$ cat config.mk
export PLATFORM = sky130hd
export DESIGN_NAME = lockwd_top
export DESIGN_NICKNAME = d
export VERILOG_FILES = /design/src/rtl/lockwd_pkg.sv /design/src/rtl/lockwd_cfg.sv /design/src/rtl/lockwd_gate.sv /design/src/rtl/lockwd_core.sv /design/src/rtl/lockwd_top.sv
export SDC_FILE = /design/constraint.sdc
export NUM_CORES = 1
export LEC_CHECK = 0
export BUFFER_PORTS_ARGS = -buffer_cell sky130_fd_sc_hd__buf_2
export CORE_ASPECT_RATIO = 0.9
export CORE_MARGIN = 5
export CORE_UTILIZATION = 40
export CTS_CLUSTER_DIAMETER = 150
export DETAILED_ROUTE_END_ITERATION = 16
export HOLD_SLACK_MARGIN = 0.03
export PLACE_DENSITY = 0.71
export SYNTH_ARGS = -nofsm -noshare
export SYNTH_HDL_FRONTEND = slang
export SYNTH_SLANG_ARGS = --single-unit
$ cat constraint.sdc
create_clock -name clk -period 2.93 [get_ports clk]
set_input_delay 0.4395 -clock clk [delete_from_list [all_inputs] [get_ports clk]]
set_output_delay 0.4395 -clock clk [all_outputs]
set_load 0.03 [all_outputs]
$ cat src/rtl/lockwd_pkg.sv
package lockwd_pkg;
  // Phase of the locked watchdog: watching for underflow or barking.
  typedef enum logic [0:0] {
    PH_WATCH = 1'b0,
    PH_BARK  = 1'b1
  } wd_phase_e;
endpackage

$ cat src/rtl/lockwd_cfg.sv
module lockwd_cfg #(
  parameter int W          = 16,
  parameter int RST_RELOAD = 40
) (
  input  logic         clk,
  input  logic         rst_n,
  input  logic         img_we,
  input  logic [W-1:0] img_wdata,
  input  logic         cmd_we,
  input  logic         cmd_arm,
  output logic [W-1:0] reload_q,
  output logic         locked_q,
  output logic         arm_evt
);
  localparam logic [W-1:0] RELOAD_INIT = W'(RST_RELOAD);

  // Arming happens once; later arm writes see the lock already set.
  assign arm_evt = cmd_we && cmd_arm && !locked_q;

  always_ff @(posedge clk or negedge rst_n) begin
    if (!rst_n) begin
      reload_q <= RELOAD_INIT;
      locked_q <= 1'b0;
    end else begin
      if (img_we && !locked_q) reload_q <= img_wdata;
      if (arm_evt) locked_q <= 1'b1;
    end
  end

  // once locked, the reload value never moves
  a_r2_reload_frozen: assert property (@(posedge clk) disable iff (!rst_n)
    locked_q |=> $stable(reload_q));

  // lock is sticky until reset
  a_r3_lock_sticky: assert property (@(posedge clk) disable iff (!rst_n)
    locked_q |=> locked_q);

  // an arm write while unlocked locks at the next edge
  a_r3_arm_locks: assert property (@(posedge clk) disable iff (!rst_n)
    (cmd_we && cmd_arm) |=> locked_q);
endmodule

$ cat src/rtl/lockwd_gate.sv
module lockwd_gate (
  input  logic stb,
  input  logic tclk_en,
  input  logic sleep,
  input  logic locked,
  output logic adv
);
  // Ordinary timer: gated by the clock-enable bit and stopped in sleep.
  // Armed watchdog: every strobe counts.
  function automatic logic qualify(input logic s, input logic g,
                                   input logic slp, input logic lk);
    return s && (lk || (g && !slp));
  endfunction

  assign adv = qualify(stb, tclk_en, sleep, locked);
endmodule

$ cat src/rtl/lockwd_core.sv
module lockwd_core
  import lockwd_pkg::*;
#(
  parameter int W = 16
) (
  input  logic         clk,
  input  logic         rst_n,
  input  logic         adv,
  input  logic         svc,
  input  logic         arm_evt,
  input  logic         locked,
  input  logic [W-1:0] reload,
  output logic [W-1:0] count,
  output logic         bark
);
  localparam logic [W-1:0] ZERO = '0;

  function automatic logic at_terminal(input logic [W-1:0] c);
    return c == ZERO;
  endfunction

  function automatic logic [W-1:0] step_down(input logic [W-1:0] c);
    return c - W'(1);
  endfunction

  wd_phase_e    ph_q, ph_d;
  logic [W-1:0] cnt_q, cnt_d;
  logic         underflow;   // strobe while watching at zero
  logic         bark_done;   // strobe while barking at zero

  assign underflow = (ph_q == PH_WATCH) && adv && at_terminal(cnt_q) && !svc;
  assign bark_done = (ph_q == PH_BARK) && adv && at_terminal(cnt_q);

  always_comb begin
    cnt_d = cnt_q;
    ph_d  = ph_q;
    if (arm_evt) begin
      cnt_d = reload;
    end else if (ph_q == PH_WATCH) begin
      if (svc) begin
        cnt_d = reload;
      end else if (adv) begin
        if (at_terminal(cnt_q)) begin
          cnt_d = reload;
          if (locked) ph_d = PH_BARK;
        end else begin
          cnt_d = step_down(cnt_q);
        end
      end
    end else begin
      if (adv) begin
        if (at_terminal(cnt_q)) begin
          cnt_d = reload;
          ph_d  = PH_WATCH;
        end else begin
          cnt_d = step_down(cnt_q);
        end
      end
    end
  end

  always_ff @(posedge clk or negedge rst_n) begin
    if (!rst_n) begin
      cnt_q <= ZERO;
      ph_q  <= PH_WATCH;
    end else begin
      cnt_q <= cnt_d;
      ph_q  <= ph_d;
    end
  end

  assign count = cnt_q;
  assign bark  = (ph_q == PH_BARK);

  // no bark without the lock
  a_r4_bark_needs_lock: assert property (@(posedge clk) disable iff (!rst_n)
    bark |-> locked);

  // locked underflow raises the bark with the count reloaded
  a_r7_bark_on_underflow: assert property (@(posedge clk) disable iff (!rst_n)
    (locked && underflow) |=> (bark && count == $past(reload)));

  // the strobe at zero during a bark ends it
  a_r8_bark_ends: assert property (@(posedge clk) disable iff (!rst_n)
    bark_done |=> (!bark && count == $past(reload)));

  // a service write cannot shorten a bark
  a_r9_svc_no_cut: assert property (@(posedge clk) disable iff (!rst_n)
    (bark && svc && !adv) |=> (bark && $stable(count)));

  // service while watching reloads the count
  a_r6_svc_reload: assert property (@(posedge clk) disable iff (!rst_n)
    (!bark && svc && !arm_evt) |=> (count == $past(reload)));
endmodule

$ cat src/rtl/lockwd_top.sv
module lockwd_top #(
  parameter int W          = 16,
  parameter int RST_RELOAD = 40
) (
  input  logic         clk,
  input  logic         rst_n,
  input  logic         cnt_stb_i,
  input  logic         tclk_en_i,
  input  logic         sleep_i,
  input  logic         img_we_i,
  input  logic [W-1:0] img_wdata_i,
  input  logic         cmd_we_i,
  input  logic         cmd_arm_i,
  input  logic         svc_we_i,
  output logic [W-1:0] count_o,
  output logic         bark_o,
  output logic         locked_o
);
  logic [W-1:0] reload_w;
  logic         locked_w;
  logic         arm_evt_w;
  logic         adv_w;

  lockwd_cfg #(.W(W), .RST_RELOAD(RST_RELOAD)) u_cfg (
    .clk       (clk),
    .rst_n     (rst_n),
    .img_we    (img_we_i),
    .img_wdata (img_wdata_i),
    .cmd_we    (cmd_we_i),
    .cmd_arm   (cmd_arm_i),
    .reload_q  (reload_w),
    .locked_q  (locked_w),
    .arm_evt   (arm_evt_w)
  );

  lockwd_gate u_gate (
    .stb     (cnt_stb_i),
    .tclk_en (tclk_en_i),
    .sleep   (sleep_i),
    .locked  (locked_w),
    .adv     (adv_w)
  );

  lockwd_core #(.W(W)) u_core (
    .clk     (clk),
    .rst_n   (rst_n),
    .adv     (adv_w),
    .svc     (svc_we_i),
    .arm_evt (arm_evt_w),
    .locked  (locked_w),
    .reload  (reload_w),
    .count   (count_o),
    .bark    (bark_o)
  );

  assign locked_o = locked_w;

  // unlocked with the gate off or in sleep, the count holds
  a_r4_gate_holds: assert property (@(posedge clk) disable iff (!rst_n)
    (!locked_w && (!tclk_en_i || sleep_i) && !svc_we_i && !cmd_we_i)
      |=> $stable(count_o));

  // locked strobes move the count whatever the gate and sleep
  a_r5_locked_counts: assert property (@(posedge clk) disable iff (!rst_n)
    (locked_w && cnt_stb_i && !svc_we_i && count_o != '0)
      |=> (count_o == $past(count_o) - W'(1)));
endmodule

# Yosys cells after proc, flatten, opt, wreduce, memory -nomap -nowiden
# Cells that the tools add are included.
[classes]
addsub = 1
n_mux = 12
n_reduce_logical = 9
[ops]
columns = ["cell", "n"]
rows = [
  ["$mux 16", 5],
  ["$logic_not 16->1", 1],
  ["$sub 16x1->16 const B", 1],
  ["$mux 1", 7],
  ["$logic_and 1x1->1", 5],
  ["$logic_not 1->1", 2],
  ["$logic_or 1x1->1", 1],
]
[word_totals]
input_bits = 25
output_inout_bits = 18
reg_bits = 34

# Depth between registers and ports, before layout
[logic_depth]
ltp_word = 8
depth_mapped = 8

# Cells and area by module
# From an unflattened synthesis, not the netlist that was laid out.
[unflattened]
hier_cells = 150
hier_area_um2 = 1799.2
[by_module_without_submodules]
columns = ["module", "area_each_um2", "cells_per_inst", "n_inst"]
rows = [
  ["lockwd_core", 1089.8, 109, 1],
  ["lockwd_cfg", 688.2, 39, 1],
  ["lockwd_gate", 21.3, 2, 1],
]

# Worst setup path before layout
# Ideal clock, no wire load.
[synth_path]
path_type = "register to register"
start = "reg u_core.cnt_q[0] (netlist: u_core.count[0])"
end = "reg u_core.cnt_q[11] (netlist: u_core.count[11])"
setup_time_ns = 0.136
period_less_slack_ns = 2.123
path_stages_with_launch = 8
arrival_ns = 1.987
path_slack_ns = 0.807
path_cell_list = "dfrtp_1 -> inv_1 -> ha_1 -> nor4b_1 -> nand4_1 -> o21ai_0 -> clkbuf_1 -> o21ai_0"
[synth_via]
elab_chain_cells = 6
word_cells_on_any_way = 7
cone_classes = "1 x add/sub; 5 x mux; 1 x reduce/logical"
[synth_rtl]
columns = ["element", "line", "rtl"]
rows = [
  ["start, declared", "lockwd_core.sv:27", "logic [W-1:0] cnt_q, cnt_d;"],
  ["start signal, assigned", "lockwd_core.sv:67", "cnt_q <= cnt_d;"],
  ["$sub 16x1->16 or $logic_not 16->1 (tied branches)", "n/a", ""],
  ["$mux 16 *", "lockwd_core.sv:43, lockwd_core.sv:52", ""],
  ["$mux 16 *", "lockwd_core.sv:42, lockwd_core.sv:51", ""],
  ["$mux 16", "lockwd_core.sv:40", "if (svc) begin"],
  ["$mux 16 *", "lockwd_core.sv:39", "end else if (ph_q == PH_WATCH) begin"],
  ["$mux 16 *", "lockwd_core.sv:37", "if (arm_evt) begin"],
  ["via u_core.cnt_d[11]", "lockwd_core.sv:27", ""],
]
# The timed path passes the listed nets; every way through them passes the cells marked *.
# A chain may end at the register's enable or synchronous reset.

# Worst setup path in the final report
[layout_path]
start = "reg u_core.cnt_q[4] (netlist: u_core.count[4])"
end = "reg u_core.cnt_q[15] (netlist: u_core.count[15])"
# The elaborated chain is that of the path after synthesis.

==> metrics.csv <==
stage;metric;value;unit
clocking;cts_resized;0;
clocking;clkTransAtPathRegs;0.07;ns
cells_and_area;nets;228;
clocking;insertion_delay;0.29;ns
global_route;grt_pass1_vias;1300;
timing;slew_headroom;48.6;%
timing;tightest_slew;0.771;ns
route;drt-pass1-iter-count;4;
floorplanning;initial_core_util;41.5;%
clocking;cts_setup_buffers;0;
cells_and_area;antenna_cells;0;
timing;clock.fmax;0.460;GHz
setup_path;crit_required;3.14;ns
status;outcome;completed;
floorplanning;core-area;4100;um2
floorplanning;fp-row-count;22;
route;viasPerCell;5.24;
timing;fin_setup_tns;0;ns
synthesis;synth_edf_count;0;
global_route;grt_antenna_before_repair;0;
setup_path;worstSetupPathType;flip-flop to flip-flop;
timing;hold_viol;0;
setup_path;path_max_fanout;7;
synthesis;synthFlopType;dfrtp_1;
placed_design;gp_congestion;0.730;
synthesis;seq_area_frac_synth;50.1;%
pwr;cellLeakagePower;0.000926;uW
timing;report.final.slew_viol_count;0;
global_route;grt_max_degree;35;
route;post_drt_wl_per_cell;15.0;um
synthesis;syn_inst;155;
clocking;cts_tree;built;
route;wl;3.74;mm
placed_design;dpl.hpwl;2.68;mm
floorplanning;die_x;78.8;um
clocking;cts-buffers-inserted;5;
clocking;ctsHtreeMaxLevel;2;
cells_and_area;multi_input_area;800;um2
timing;setup_violations;0;
timing;worst_clock_skew;0.00617;ns
job;drv_cap;0;
setup_path;end_kind;flip-flop;
synthesis;syn-cell-area;1700;um2
synthesis;synth_warnings;0;
global_route;overflow;0;
cells_and_area;regArea;853;um2
floorplanning;design.portCount;43;
cells_and_area;syn_to_final_growth;20.7;%
setup_path;cp.arrival;2.39;ns
synthesis;ys_ff_latch;34;
global_route;grt.total_usage;14.3;%
cells_and_area;post-route-util;50.1;%
timing;period_share;74.3;%
floorplanning;die_y;71.9;um
timing;rsz0062_at_grt;false;
setup_path;reg2reg_depth;5;
floorplanning;die_area;5660;um2
synthesis;synth-async-reset-ratio;100;%
global_route;grt_pass1_wl;6.27;mm
clocking;hold_buffers;0;
synthesis;synth.avg_cell_area;11.0;um2
pwr;p_per_area;902;nW/um2
route;routed-via-count;1309;
cells_and_area;post_route_cells_drive_above_1_share;40.6;%
route;drtIter0Drc;76;
cells_and_area;n_fill_cell;390;
pwr;irDropWorstVdd;0.360;mV
pwr;p_total;1850;uW
timing;period_needed;2.18;ns
placed_design;place_area;1960;um2
cells_and_area;fin_area;2060;um2
route;remaining_drc_errors;0;
setup_path;startpoint_type;flip-flop;
clocking;cts_max_path_buffers;2;
synthesis;synth_nets;182;
clocking;cts.sinks;34;
synthesis;synth_cell_type_count;38;
placed_design;io_buffers;42;
route;antenna_left;0;
clocking;clock_tree.root_cell;clkbuf_8;
worst_hold_path;worstHoldPathType;input pin to asynchronous set/reset pin;
final timing paths:
path / slack (ns) / end / from
worst max register to register: 0.75 / u_core.count[15] / u_core.count[4]
min in group clk: 0.34 / u_core.bark / svc_we_i
worst min-delay path: 0.22 / u_cfg.locked_q / rst_n
worst min register to register: 0.48 / u_core.count[2] / u_cfg.reload_q[2]
worst max-delay path: 0.75 / u_core.count[15] / u_core.count[4]
max in group asynchronous: 2.22 / u_cfg.reload_q[6] / rst_n
registers in the layout, summed over array words and instances, names as in the netlist:
name / cells
u_cfg.locked_q: 1
u_cfg.reload_q: 16
u_core.bark: 1
u_core.count: 16
worst max-delay path, cell delays in order, from the launching register on:
cell and delay (ns):
dfrtp_1 0.42, or4_4 0.58, or3_1 0.50, nor4_2 0.33, nand4b_1 0.15, o211ai_1 0.11
synthesized netlist by cell type (2+ instances only):
cell type	number	share of area, %
mux2_2	16	11
o21ai_0	10	2.9
nor2b_1	2	0.73
o21ai_1	4	1.2
o211ai_1	4	1.8
inv_1	5	1.1
a21oi_1	3	0.88
nand3_1	3	0.88
nor4_1	3	1.1
nor3_2	3	1.8
nand4b_1	2	1.0
xor2_1	2	1.0
xnor2_1	9	4.6
nor3_1	4	1.2
or2_2	2	0.73
nand2_1	20	4.4
clkbuf_1	4	0.88
nand4_1	2	0.73
ha_1	2	1.5
dfstp_2	2	3.1
or3_1	2	0.73
dfrtp_1	32	47
nor2_1	3	0.66
nor4_2	2	1.5
per-layer routing:
metal	up-vias	track usage (%)	part of all wire (%)
met2	37	20.4	42
met1	619	20.2	49
li1	646	-	-
met3	7	4.47	7.0
met5	-	0	0
met4	0	5.83	1.7
cells in the final DEF (no fill, tap or decap), types with 2 or more instances in the layout:
cell type,count
buf_2,42
dfrtp_1,32
nand2_1,20
mux2_2,16
o21ai_0,9
xnor2_1,9
clkbuf_8,6
inv_1,5
o21ai_1,5
nor3_1,4
o211ai_1,4
nor4_1,3
a21oi_1,3
nor3_2,3
nor2_1,3
nand3_1,3
buf_4,3
nor2b_1,2
nand4_1,2
or3_1,2
nor4_2,2
nand4b_1,2
xor2_1,2
or2_2,2
ha_1,2
dfstp_2,2
metrics by stage:
stage | setup WS, ns | hold slack, ns | std cells
3_3_place_gp | 0.849 | 0.465 | 242
4_1_cts | 0.760 | 0.249 | 250
6_report | 0.754 | 0.222 | 250
3_5_place_dp | 0.779 | 0.464 | 242
2_1_floorplan | 0.807 | 0.144 | 155
5_1_grt | 0.639 | 0.288 | 250
where the power goes:
part	total, uW	switching (uW)	internal (uW)	leakage, uW
Clock	359	169	189	0.0000482
Sequential	732	154	578	0.000429
Combinational	764	494	270	0.000449
cell type report:
| class | count | area share [%] |
|---|---|---|
| sequential | 34 | 41.5 |
| timing repair buffer | 45 | 11.3 |
| multi-input combinational | 110 | 38.9 |
| tap | 48 | 2.92 |
| inverter | 5 | 0.913 |
| clock buffer | 7 | 4.20 |
| clock inverter | 1 | 0.243 |
cells by family after synthesis:
family	synth area share, %
flip-flops	50.1
AND/OR/NAND/NOR	19.3
buffers and inverters	2.94
multiplexers	10.6
XOR/XNOR	5.66
AO/OA/AOI/OAI	9.92
adder cells (fa/ha/maj)	1.47
Power figures use the tool's default switching activity.
